### src/rtl/bb_pkg.sv
package bb_pkg;
  localparam int BB_AW = 32;
  localparam int BB_DW = 32;
  localparam int BB_IW = $clog2(BB_DW);

  localparam logic [1:0] SZ_BYTE = 2'd0;
  localparam logic [1:0] SZ_HALF = 2'd1;
  localparam logic [1:0] SZ_WORD = 2'd2;

  typedef enum logic [1:0] {ST_IDLE, ST_RD, ST_WR, ST_RSP} bb_state_e;

  // the reserved size code is carried out as a full word
  function automatic logic [1:0] norm_size(input logic [1:0] sz);
    return (sz == 2'd3) ? SZ_WORD : sz;
  endfunction

  // target byte address: base OR (window offset / 32), aligned to the size
  function automatic logic [BB_AW-1:0] tgt_addr(input logic [BB_AW-1:0] base,
                                                input logic [BB_AW-1:0] off,
                                                input int win_bits,
                                                input logic [1:0] sz);
    logic [BB_AW-1:0] a;
    logic [BB_AW-1:0] m;
    m = (BB_AW'(1) << win_bits) - BB_AW'(1);
    a = base | ((off & m) >> 5);
    if (sz == SZ_HALF) a[0] = 1'b0;
    else if (sz == SZ_WORD) a[1:0] = 2'b00;
    return a;
  endfunction

  // the lane position plus the in-unit index always equals offset[6:2]
  function automatic logic [BB_IW-1:0] lane_bit(input logic [BB_AW-1:0] off);
    return off[BB_IW+1:2];
  endfunction
endpackage

### src/rtl/bb_addr_map.sv
module bb_addr_map
  import bb_pkg::*;
#(
  parameter logic [BB_AW-1:0] TGT_BASE   = 32'h2000_0000,
  parameter logic [BB_AW-1:0] ALIAS_BASE = 32'h2200_0000,
  parameter int               WIN_BITS   = 25
) (
  input  logic [BB_AW-1:0] alias_addr,
  input  logic [1:0]       size_in,
  output logic [BB_AW-1:0] tgt,
  output logic [1:0]       size_out,
  output logic [BB_IW-1:0] bit_pos
);
  logic [BB_AW-1:0] off;
  logic [1:0]       sz_n;

  assign off      = alias_addr - ALIAS_BASE;
  assign sz_n     = norm_size(size_in);
  assign size_out = sz_n;
  assign tgt      = tgt_addr(TGT_BASE, off, WIN_BITS, sz_n);
  assign bit_pos  = lane_bit(off);
endmodule

### src/rtl/bb_bit_merge.sv
module bb_bit_merge
  import bb_pkg::*;
(
  input  logic [BB_DW-1:0] rd_word,
  input  logic [BB_IW-1:0] bit_pos,
  input  logic             set_val,
  output logic [BB_DW-1:0] wr_word,
  output logic             sel_bit
);
  genvar gi;
  generate
    for (gi = 0; gi < BB_DW; gi++) begin : g_lane
      assign wr_word[gi] = (bit_pos == BB_IW'(gi)) ? set_val : rd_word[gi];
    end
  endgenerate

  assign sel_bit = rd_word[bit_pos];
endmodule

### src/rtl/bb_seq.sv
module bb_seq
  import bb_pkg::*;
(
  input  logic clk,
  input  logic rst_n,
  input  logic s_req,
  input  logic s_we,
  input  logic m_ack,
  output logic cap_en,
  output logic rd_ack,
  output logic op_is_wr,
  output logic m_req,
  output logic m_we,
  output logic m_lock,
  output logic s_done
);
  bb_state_e st_q, st_d;
  logic      wr_q;

  always_comb begin
    st_d   = st_q;
    cap_en = 1'b0;
    rd_ack = 1'b0;
    m_req  = 1'b0;
    m_we   = 1'b0;
    m_lock = 1'b0;
    s_done = 1'b0;
    case (st_q)
      ST_IDLE: if (s_req) begin
        cap_en = 1'b1;
        st_d   = ST_RD;
      end
      ST_RD: begin
        m_req  = 1'b1;
        m_lock = wr_q;
        if (m_ack) begin
          rd_ack = 1'b1;
          st_d   = wr_q ? ST_WR : ST_RSP;
        end
      end
      ST_WR: begin
        m_req  = 1'b1;
        m_we   = 1'b1;
        m_lock = 1'b1;
        if (m_ack) st_d = ST_RSP;
      end
      default: begin
        s_done = 1'b1;
        st_d   = ST_IDLE;
      end
    endcase
  end

  always_ff @(posedge clk) begin
    if (!rst_n) begin
      st_q <= ST_IDLE;
      wr_q <= 1'b0;
    end else begin
      st_q <= st_d;
      if (cap_en) wr_q <= s_we;
    end
  end

  assign op_is_wr = wr_q;
endmodule

### src/rtl/bitalias_bridge.sv
module bitalias_bridge
  import bb_pkg::*;
#(
  parameter logic [BB_AW-1:0] TGT_BASE   = 32'h2000_0000,
  parameter logic [BB_AW-1:0] ALIAS_BASE = 32'h2200_0000,
  parameter int               WIN_BITS   = 25
) (
  input  logic             clk,
  input  logic             rst_n,
  input  logic             s_req,
  input  logic [BB_AW-1:0] s_addr,
  input  logic             s_we,
  input  logic [BB_DW-1:0] s_wdata,
  input  logic [1:0]       s_size,
  output logic             s_done,
  output logic [BB_DW-1:0] s_rdata,
  output logic             m_req,
  output logic [BB_AW-1:0] m_addr,
  output logic             m_we,
  output logic [1:0]       m_size,
  output logic [BB_DW-1:0] m_wdata,
  output logic             m_lock,
  input  logic             m_ack,
  input  logic [BB_DW-1:0] m_rdata
);
  logic [BB_AW-1:0] cap_addr;
  logic [1:0]       cap_size;
  logic             cap_val;
  logic [BB_DW-1:0] rd_q;
  logic             cap_en;
  logic             rd_ack;
  logic             op_is_wr;
  logic [BB_IW-1:0] bit_pos;
  logic             sel_bit;
  logic             unused_wdata_hi;

  assign unused_wdata_hi = ^s_wdata[BB_DW-1:1];

  bb_seq u_seq (
    .clk(clk), .rst_n(rst_n), .s_req(s_req), .s_we(s_we), .m_ack(m_ack),
    .cap_en(cap_en), .rd_ack(rd_ack), .op_is_wr(op_is_wr),
    .m_req(m_req), .m_we(m_we), .m_lock(m_lock), .s_done(s_done)
  );

  bb_addr_map #(.TGT_BASE(TGT_BASE), .ALIAS_BASE(ALIAS_BASE), .WIN_BITS(WIN_BITS)) u_map (
    .alias_addr(cap_addr), .size_in(cap_size),
    .tgt(m_addr), .size_out(m_size), .bit_pos(bit_pos)
  );

  bb_bit_merge u_merge (
    .rd_word(rd_q), .bit_pos(bit_pos), .set_val(cap_val),
    .wr_word(m_wdata), .sel_bit(sel_bit)
  );

  always_ff @(posedge clk) begin
    if (!rst_n) begin
      cap_addr <= '0;
      cap_size <= SZ_BYTE;
      cap_val  <= 1'b0;
      rd_q     <= '0;
    end else begin
      if (cap_en) begin
        cap_addr <= s_addr;
        cap_size <= s_size;
        cap_val  <= s_wdata[0];
      end
      if (rd_ack) rd_q <= m_rdata;
    end
  end

  assign s_rdata = {{(BB_DW-1){1'b0}}, sel_bit};
endmodule

### config.mk
export PLATFORM = sky130hd
export DESIGN_NAME = bitalias_bridge
export DESIGN_NICKNAME = d
export VERILOG_FILES = /design/src/rtl/bb_pkg.sv /design/src/rtl/bb_addr_map.sv /design/src/rtl/bb_bit_merge.sv /design/src/rtl/bb_seq.sv /design/src/rtl/bitalias_bridge.sv
export SDC_FILE = /design/constraint.sdc
export NUM_CORES = 1
export LEC_CHECK = 0
export ABC_AREA = 0
export BUFFER_PORTS_ARGS = -buffer_cell sky130_fd_sc_hd__buf_2
export CAP_MARGIN = 20
export CELL_PAD_IN_SITES_DETAIL_PLACEMENT = 1
export CELL_PAD_IN_SITES_GLOBAL_PLACEMENT = 1
export CORE_MARGIN = 2
export CORE_UTILIZATION = 32
export DETAILED_ROUTE_END_ITERATION = 8
export HOLD_SLACK_MARGIN = 0.12
export PLACE_DENSITY_LB_ADDON = 0.2
export SLEW_MARGIN = 15
export SYNTH_ARGS = -nofsm -noshare
export SYNTH_HDL_FRONTEND = slang
export SYNTH_SLANG_ARGS = --single-unit
### constraint.sdc
create_clock -name clk -period 5.73 [get_ports clk]
set_input_delay 0 -clock clk [delete_from_list [all_inputs] [get_ports clk]]
set_output_delay 0 -clock clk [all_outputs]
set_load 0.1 [all_outputs]
==> results.yml, run 1 <==
floorplanning:
  design.core.area_sq_um: 10300
  chipHeight_um: 107
  die_width_um: 107
  placement_rows: 37
  initial_utilization_pct: 33.1
  pin_count: 205
  die-area_sq_um: 11500
clock_network:
  worstSkewPairLatency_ns: 0.34
  cts_buffer_depth: 2
  cts_made_buffers: 9
  tritoncts: "yes"
  clockRootBuffer: "clkbuf_8"
  clk_pin_slew_worst_paths_ns: 0.08
  htree_num_levels: 3
  post_cts.repair.setup_buffers: 0
  clkSinkCount: 61
layout:
  fill_cells: 1287
  syn_to_final_growth_pct: 39.2
  nets: 697
  num_antenna_cells: 0
  final_layout_size_suffix_gt1_share_pct: 31.1
critical_path:
  critical-path-top-cell-by-count: "mux4_2"
  required_ns: 5.73
  critical_path_class: "flop to output pin"
  cp.arrival_ns: 3.07
  worst_path_largest_cell_delay_ns: 1.00
  stages_on_the_worst_setup_path: 4
  path_delay_family: "multiplexers"
  worstRegToRegCells: 5
  worst-path-buf-inv: 1
  setup.worst_path.start_class: "flop"
  cp_max_fo: 23
  critical_path_top_delay_cell: "dfxtp_1"
  endpoint_kind: "output pin"
  cp_cell_sequence: "mux4_2 -> mux4_2 -> mux2_2 -> buf_2"
sta:
  maxSlewViolCount: 0
  timing.final.setup_violations: 0
  min_period_over_period_pct: 53.5
  max_clock_freq_mhz: 326
  layout_min_cycle_time_ns: 3.07
  fin_setup_tns_ns: 0
  transition_at_the_pin_with_the_smallest_max_transition_slack_ns: 1.02
  hold_violations: 0
  rsz0062_at_grt: "false"
  slew-limit-headroom_pct: 31.7
  worst_clock_skew_ns: 0.0112
  postLayoutSetupSlackWorst_ns: 2.66
global_route:
  globalRouteOverflowTotal: 0
  global_route.usage.total_pct: 18.9
  grt_pass1_vias: 3437
  grt_antenna_before_repair: 0
  pin_count_of_the_biggest_net_entering_global_routing: 34
  grt_pass1_wl_um: 17200
yosys:
  postSynthRegisterBits: 61
  ys_seq_area_share_pct: 35.8
  synth_warnings: 0
  synth.lib_cells_used.distinct: 26
  synth_area_sq_um: 3420
  synthCells: 430
  syn_avg_cell_area_sq_um: 7.94
place:
  finalWeightedCongestion: 0.857
  dpl_wire_length_um: 7170
  io_buffers: 121
  pre_cts_slack_ns: 3.01
job:
  max-cap-violations: 0
routing:
  drc_errors: 0
  vias: 3348
  initialDrtViolationCount: 70
  wirelength_um: 10600
  route.detailed.vias_per_inst: 4.58
  wl_per_cell_um: 14.5
  drt_pre_antenna_iters: 5
  route.antenna.remaining_nets: 0
hold_path:
  min-delay-path-class: "input pin to flop"
  worstHoldPathCells: 4
pwr:
  static-leakage-power_nw: 2.13
  vdd_ir_drop_max_v: 0.000216
  p_per_area_nw_per_um2: 455
status:
  outcome: "completed"
-- layout by cell type, fill, tap and decap left out --
cell           netlist  final
buf_16               0      1
bufinv_16            0      2
ha_1                 4      4
and2_2               0      1
nor2_1              14     14
inv_1                2      2
clkinvlp_4           0      1
or3b_2               1      1
nor3_1               5      5
a21oi_1             62     62
mux4_2              10     10
buf_4               44      1
dfxtp_1             61     61
nand2_1            133    133
o21ai_0              2      2
inv_6                0      3
dlygate4sd3_1        0     60
mux2_2              33     33
buf_2                1    121
nand3b_1             3      3
clkbuf_8             0      9
clkinv_1             1      1
nand3_1              5      5
a2111o_1             1      1
conb_1               2     43
o21ba_2              1      1
inv_8                0      1
and2_1               2      1
nor2b_1              6      6
nand2b_1             3      3
nor3b_1              4      4
-- sequential cells by signal, indices dropped and copies added (netlist names) --
register        flops
rd_q               32
cap_addr           23
cap_size            2
u_seq.st_q          2
cap_val             1
u_seq.op_is_wr      1
-- logic make-up after synthesis --
family / after synthesis / share of synthesized area, %
AND/OR/NAND/NOR: 176 / 21.4
other: 2 / 0.220
flip-flops: 61 / 35.8
multiplexers: 43 / 17.5
AO/OA/AOI/OAI: 66 / 10.0
adder cells (fa/ha/maj): 4 / 1.47
buffers and inverters: 78 / 13.7
-- cell usage after synthesis --
master	n	area share, %
nand2_1	133	15
clkbuf_1	28	3.1
inv_1	2	0.22
buf_1	1	0.11
nor3_1	5	0.73
or3b_2	1	0.26
o21ai_0	2	0.29
o21ba_2	1	0.29
nor2_1	14	1.5
buf_6	1	0.33
nand2b_1	3	0.55
buf_2	1	0.15
dfxtp_1	61	36
a2111o_1	1	0.33
nand3b_1	3	0.66
conb_1	2	0.22
mux4_2	10	6.6
nor2b_1	6	1.1
and2_1	2	0.37
ha_1	4	1.5
mux2_2	33	11
nor3b_1	4	0.88
clkinv_1	1	0.11
a21oi_1	62	9.1
buf_4	44	9.7
nand3_1	5	0.73
-- worst register-to-register path, cell delays in order (launching register included) --
cell and delay [ns]:
dfxtp_1 0.35, inv_1 0.09, ha_1 0.20, and2_1 0.82, nand2_1 0.15, a21oi_1 0.16
-- power breakdown --
| group | total (W) | switching [W] | internal [W] |
|---|---|---|---|
| clock | 0.000450 | 0.000198 | 0.000253 |
| combinational | 0.00113 | 0.000890 | 0.000236 |
| sequential | 0.000587 | 0.0000916 | 0.000495 |
| total | 0.00216 | 0.00118 | 0.000984 |
-- per-layer routing --
layer | global-route usage (%) | share of wire, %
met5 | 0 | 0
met1 | 23.2 | 44
met3 | 4.72 | 6.5
met2 | 33.5 | 49
met4 | 3.43 | 0.84
-- layout make-up --
cell class / instances / area (sq um) / area share (%)
tap: 136 / 170 / 3.58
multi-input combinational: 332 / 1880 / 39.6
inverter: 3 / 11.3 / 0.237
timing repair buffer: 183 / 1240 / 26.1
sequential: 61 / 1220 / 25.7
clock buffer: 9 / 124 / 2.60
clock inverter: 7 / 105 / 2.21
-- repair_timing --
action	4_1_cts	5_1_grt
endpoints found under the setup margin	0	0
hold buffers	60	0
endpoints found under the hold margin	61	0
gates resized for setup	0	0
-- path summary, 6_finish.rpt --
check / slack (ns) / start / to
max: 2.66 / cap_addr[3]$_SDFFE_PN0P_ / s_rdata[0]
min: 0.17 / m_ack / u_seq.st_q[1]$_SDFFE_PN0P_
max reg2reg: 3.86 / u_seq.st_q[0]$_SDFFE_PN0P_ / cap_addr[6]$_SDFFE_PN0P_
min reg2reg: 0.46 / cap_addr[13]$_SDFFE_PN0P_ / cap_addr[13]$_SDFFE_PN0P_
-- stage by stage --
step | power [W] | std cells | hold WS (ns) | utilization [%] | cell area (sq um)
finish | 0.00216 | 731 | 0.172 | 46.1 | 4760
global route | 0.00227 | 731 | 0.201 | 46.1 | 4760
CTS | 0.00217 | 730 | 0.162 | 45.8 | 4730
detailed placement | 0.00169 | 654 | 0.248 | 37.8 | 3900
global placement | 0.00167 | 654 | 0.241 | 37.8 | 3900
floorplan | 0.00154 | 471 | 0.136 | - | 3570
(Power assumes the default switching activity.)
==> run 2, diff against run 1 <==
--- a/config.mk
+++ b/config.mk
@@ -11,7 +11,7 @@
 export CELL_PAD_IN_SITES_DETAIL_PLACEMENT = 1
 export CELL_PAD_IN_SITES_GLOBAL_PLACEMENT = 1
 export CORE_MARGIN = 2
-export CORE_UTILIZATION = 32
+export CORE_UTILIZATION = 27
 export DETAILED_ROUTE_END_ITERATION = 8
 export HOLD_SLACK_MARGIN = 0.12
 export PLACE_DENSITY_LB_ADDON = 0.2
==> constraint.sdc (replaced) <==
create_clock -name clk -period 2.6 [get_ports clk]
set_input_delay 0 -clock clk [delete_from_list [all_inputs] [get_ports clk]]
set_output_delay 0 -clock clk [all_outputs]
set_load 0.1 [all_outputs]
==> run 2 against run 1 <==
  * Clock skew decreased by 0.0028 ns
  * Die area rose by 18%
  * Count of clock-buffer cells in the layout unchanged
  * Worst setup slack worse by 2.5 ns
  * Via count rose by 1.1%
==> results.yml, run 2 (same netlist as run 1, synthesis figures left out) <==
global_route:
  global_route.usage.total_pct: 16.7
  grt_pass1_wl_um: 17500
  globalRouteOverflowTotal: 0
  grt_pass1_vias: 3345
  grt_antenna_before_repair: 0
  pin_count_of_the_biggest_net_entering_global_routing: 36
routing:
  drt_pre_antenna_iters: 4
  drc_errors: 0
  initialDrtViolationCount: 103
  vias: 3385
  wirelength_um: 11300
  route.detailed.vias_per_inst: 4.37
  wl_per_cell_um: 14.6
  route.antenna.remaining_nets: 0
floorplanning:
  design.core.area_sq_um: 12500
  placement_rows: 41
  die-area_sq_um: 13600
  pin_count: 205
  chipHeight_um: 116
  initial_utilization_pct: 27.4
  die_width_um: 116
clock_network:
  worstSkewPairLatency_ns: 0.33
  post_cts.repair.setup_buffers: 0
  clockRootBuffer: "clkbuf_16"
  clk_pin_slew_worst_paths_ns: 0.06
  cts_made_buffers: 9
  htree_num_levels: 3
  clkSinkCount: 61
  tritoncts: "yes"
  cts_buffer_depth: 2
pwr:
  fin_total_pwr_w: 0.00500
  p_per_area_nw_per_um2: 1020
  vdd_ir_drop_max_v: 0.000382
  static-leakage-power_nw: 2.19
sta:
  min_period_over_period_pct: 95.1
  worst_clock_skew_ns: 0.00841
  maxSlewViolCount: 0
  layout_min_cycle_time_ns: 2.47
  hold_violations: 0
  timing.final.setup_violations: 0
  max_clock_freq_mhz: 405
  slew-limit-headroom_pct: 31.0
  rsz0062_at_grt: "false"
  fin_setup_tns_ns: 0
  transition_at_the_pin_with_the_smallest_max_transition_slack_ns: 1.03
hold_path:
  worst_hold_startpoint: "s_req"
  worstHoldPathCells: 4
  min_to: "u_seq.st_q[1]$_SDFFE_PN0P_"
  min-delay-path-class: "input pin to flop"
layout:
  layout_commonest_cell: "nand2_1"
  fill_cells: 1566
  flip_flop_count_of_the_largest_register_after_layout: 32
  final_instance_count_excl_fillers: 774
  max_flop_register: "rd_q"
  syn_to_final_growth_pct: 43.6
  postLayoutCoreUtil_pct: 39.3
  final_layout_size_suffix_gt1_share_pct: 32.4
  reg_top3: "rd_q x32, cap_addr x23"
  layout_common_cells: "133 x nand2_1, 121 x buf_2, 62 x a21oi_1"
  num_antenna_cells: 0
  nets: 704
critical_path:
  cp.arrival_ns: 2.47
  cp_max_fo: 21
  worst-r2r-setup-slack_ns: 0.69
  critical_path_class: "flop to output pin"
  worst_r2r_startpoint: "u_seq.st_q[0]$_SDFFE_PN0P_"
  endpoint_kind: "output pin"
  required_ns: 2.60
  worstRegToRegCells: 5
  worstReg2RegEnd: "cap_addr[4]$_SDFFE_PN0P_"
  setup.worst_path.start_class: "flop"
job:
  max-cap-violations: 0
place:
  io_buffers: 121
  dpl.cell_count: 699
  finalWeightedCongestion: 0.799
  dpl_wire_length_um: 7710
status:
  outcome: "completed"
run 2: worst max-delay path: stages, from the launching register on:
cell and delay, ns:
dfxtp_1 0.32, buf_6 0.22, mux4_2 0.54, mux4_2 0.47, mux2_2 0.29, buf_2 0.30
run 2: layer usage:
layer	routed length, um	track usage (%)
met1	4830	19.7
met2	5750	29.4
met3	655	4.93
met4	85	4.60
met5	0	0
run 2: where the power goes:
group	leakage, nW	total [W]	internal, W	switching, W
clock	0.145	0.00118	0.000736	0.000447
combinational	1.55	0.00257	0.000539	0.00203
sequential	0.498	0.00125	0.00109	0.000155
run 2: metrics by stage:
stage / setup WS, ns / hold slack (ns) / cell area, sq um
floorplan: 0.349 / 0.136 / 3580
global placement: 0.430 / 0.240 / 4020
detailed placement: 0.412 / 0.247 / 4020
CTS: 0.0507 / 0.144 / 4900
global route: 0.0726 / 0.210 / 4900
finish: 0.128 / 0.155 / 4900
run 2: worst max path at each step:
stage,start,end,slack [ns],depth (start not counted)
after global placement,cap_addr[3]$_SDFFE_PN0P_,s_rdata[0],0.43,5
after CTS,cap_addr[4]$_SDFFE_PN0P_,s_rdata[0],0.05,4
after detailed placement,cap_addr[4]$_SDFFE_PN0P_,s_rdata[0],0.41,4
final,cap_addr[3]$_SDFFE_PN0P_,s_rdata[0],0.13,5
after global routing,cap_addr[3]$_SDFFE_PN0P_,s_rdata[0],0.07,5
after floorplan,u_seq.st_q[0]$_SDFFE_PN0P_,m_lock,0.35,3
run 2: final cells by class:
class                   instances  area, sq um  area share (%)
clock buffers                   9          225            4.59
clock inverters                 7         66.3            1.35
inverters                       3         11.3           0.230
multi-input cells             332         1890            38.5
flip-flops and latches         61         1220            24.9
well taps                     172          215            4.39
repair buffers                190         1270            26.0
run 2: repair_timing:
item	4_1_cts	5_1_grt
endpoints found under the hold margin	59	0
resized for setup	0	2
setup endpoints to repair	0	1
hold buffers	59	0
==> run 3, diff against run 2 <==
--- a/config.mk
+++ b/config.mk
@@ -10,7 +10,7 @@
 export CAP_MARGIN = 20
 export CELL_PAD_IN_SITES_DETAIL_PLACEMENT = 1
 export CELL_PAD_IN_SITES_GLOBAL_PLACEMENT = 1
-export CORE_MARGIN = 2
+export CORE_MARGIN = 3
 export CORE_UTILIZATION = 27
 export DETAILED_ROUTE_END_ITERATION = 8
 export HOLD_SLACK_MARGIN = 0.12
==> run 3 against run 2 <==
  * Worst hold slack worse by 0.023 ns
  * Sequential cell count unchanged
  * Die area up 3.5%
  * Clock power up 6%
  * First-iteration DRC count down 6.8%
  * Via count up 0.27%
  * Clock skew down 0.0031 ns
  * Cell count unchanged
  * Global-route usage down 0.38 points
  * Routed wire length up 1.1%
  * Critical path depth unchanged
==> results.yml, run 3 (same netlist as run 1, synthesis figures left out) <==
critical_path:
  cp.arrival_ns: 2.51
  critical_path_top_delay_cell: "mux4_2"
  endpoint_kind: "output pin"
  worst-r2r-setup-slack_ns: 0.65
  cp_cell_sequence: "buf_4 -> mux4_2 -> mux4_2 -> mux2_2 -> buf_2"
  critical-path-top-cell-by-count: "mux4_2"
  worst_r2r_startpoint: "u_seq.st_q[0]$_SDFFE_PN0P_"
  setup.worst_path.start_class: "flop"
  setup.worst_path.start: "cap_addr[3]$_SDFFE_PN0P_"
  critical_path_class: "flop to output pin"
  worstRegToRegCells: 7
  required_ns: 2.60
  worst-path-buf-inv: 2
  path_delay_family: "multiplexers"
  stages_on_the_worst_setup_path: 5
  worst_path_largest_cell_delay_ns: 0.55
  cp_max_fo: 18
  worstReg2RegEnd: "cap_addr[24]$_SDFFE_PN0P_"
  cp-endpoint: "s_rdata[0]"
layout:
  fill_cells: 1526
  final_cell_area_sq_um: 4970
  reg_top3: "rd_q x32, cap_addr x23"
  final_layout_size_suffix_gt1_share_pct: 32.0
  layout_commonest_cell: "nand2_1"
  flip_flop_count_of_the_largest_register_after_layout: 32
  nets: 708
  syn_to_final_growth_pct: 45.5
  num_antenna_cells: 0
  max_flop_register: "rd_q"
  layout_common_cells: "133 x nand2_1, 121 x buf_2, 64 x dlygate4sd3_1"
  final_instance_count_excl_fillers: 774
sta:
  rsz0062_at_grt: "false"
  hold_violations: 0
  layout_min_cycle_time_ns: 2.51
  slew-limit-headroom_pct: 54.4
  postLayoutSetupSlackWorst_ns: 0.0904
  max_clock_freq_mhz: 398
  fin_setup_tns_ns: 0
  timing.final.setup_violations: 0
  finalHoldWorstSlack_ns: 0.132
  worst_clock_skew_ns: 0.00528
  transition_at_the_pin_with_the_smallest_max_transition_slack_ns: 0.683
  min_period_over_period_pct: 96.5
  maxSlewViolCount: 0
clock_network:
  clkSinkCount: 61
  cts_made_buffers: 9
  clk_pin_slew_worst_paths_ns: 0.05
  tritoncts: "yes"
  cts_buffer_depth: 2
  post_cts.repair.setup_buffers: 0
  htree_num_levels: 3
  clockRootBuffer: "clkbuf_16"
  worstSkewPairLatency_ns: 0.32
global_route:
  grt_pass1_vias: 3626
  grt_antenna_before_repair: 0
  global_route.usage.total_pct: 16.3
  grt_pass1_wl_um: 18600
  globalRouteOverflowTotal: 0
  pin_count_of_the_biggest_net_entering_global_routing: 56
place:
  io_buffers: 121
  dpl_wire_length_um: 7750
  place_area_sq_um: 4000
  pre_cts_slack_ns: 0.406
  finalWeightedCongestion: 0.781
  dpl.cell_count: 693
floorplanning:
  chipHeight_um: 118
  die_width_um: 118
  design.core.area_sq_um: 12200
  initial_utilization_pct: 28.0
  die-area_sq_um: 14000
  placement_rows: 40
  pin_count: 205
hold_path:
  min-delay-path-class: "input pin to flop"
routing:
  wl_per_cell_um: 14.8
  route.antenna.remaining_nets: 0
  initialDrtViolationCount: 96
  route.detailed.vias_per_inst: 4.39
  wirelength_um: 11400
  drt_pre_antenna_iters: 4
  vias: 3394
  drc_errors: 0
status:
  outcome: "completed"
pwr:
  vdd_ir_drop_max_v: 0.000698
  static-leakage-power_nw: 2.22
  p_per_area_nw_per_um2: 1030
job:
  max-cap-violations: 0
run 3: changes by cell type in the layout (fill, tap and decap cells not counted):
cell	change
clkinv_4	-1
buf_4	-1
dlygate4sd3_1	+5
clkinv_2	-1
buf_8	+1
bufinv_16	+1
clkinvlp_4	+1
buf_6	-1
run 3: worst min path at each step:
stage / from / endpoint / slack [ns] / depth (start not counted)
global placement: s_addr[20] / cap_addr[20]$_SDFFE_PN0P_ / 0.24 / 3
floorplan: m_rdata[0] / rd_q[0]$_SDFFE_PN0P_ / 0.14 / 2
global route: s_req / u_seq.st_q[0]$_SDFFE_PN0P_ / 0.18 / 4
CTS: s_req / u_seq.st_q[0]$_SDFFE_PN0P_ / 0.12 / 4
detailed placement: s_addr[21] / cap_addr[21]$_SDFFE_PN0P_ / 0.25 / 3
finish: s_req / u_seq.st_q[0]$_SDFFE_PN0P_ / 0.13 / 4
run 3: stage by stage:
step / util, % / total power [W]
final: 40.7 / 0.00511
after global routing: 40.7 / 0.00537
after CTS: 40.6 / 0.00515
after detailed placement: 32.7 / 0.00377
after global placement: 32.7 / 0.00374
after floorplan: - / 0.00340
run 3: what timing repair did:
action,in CTS,in global routing
hold buffers,64,0
gates resized for setup,0,1
endpoints found under the hold margin,61,0
setup endpoints to repair,0,1
run 3: final cells by class:
class | instances | area [sq um] | area share, %
Clock inverter | 7 | 90.1 | 1.81
Sequential cell | 61 | 1220 | 24.6
Inverter | 3 | 11.3 | 0.227
Multi-Input combinational cell | 332 | 1890 | 38.0
Clock buffer | 9 | 225 | 4.53
Timing Repair Buffer | 194 | 1320 | 26.6
Tap cell | 168 | 210 | 4.23
run 3: routing by layer:
| layer | global-route usage, % | part of all wire, % | vias up |
|---|---|---|---|
| met4 | 4.42 | 1.5 | 0 |
| met5 | 0 | 0 | - |
| met2 | 28.1 | 48 | 110 |
| met3 | 5.31 | 6.7 | 14 |
| met1 | 19.5 | 43 | 1598 |
| li1 | - | - | 1672 |
run 3: worst min-delay path: cells and delay by family:
kind,cells,cell delay [ns]
AO/OA/AOI/OAI,2,0.24
buffers and inverters,1,0.10
AND/OR/NAND/NOR,1,0.07
run 3: power by group:
part / switching (W) / internal, W
Combinational: 0.00204 / 0.000560
Sequential: 0.000153 / 0.00109
Clock: 0.000422 / 0.000832
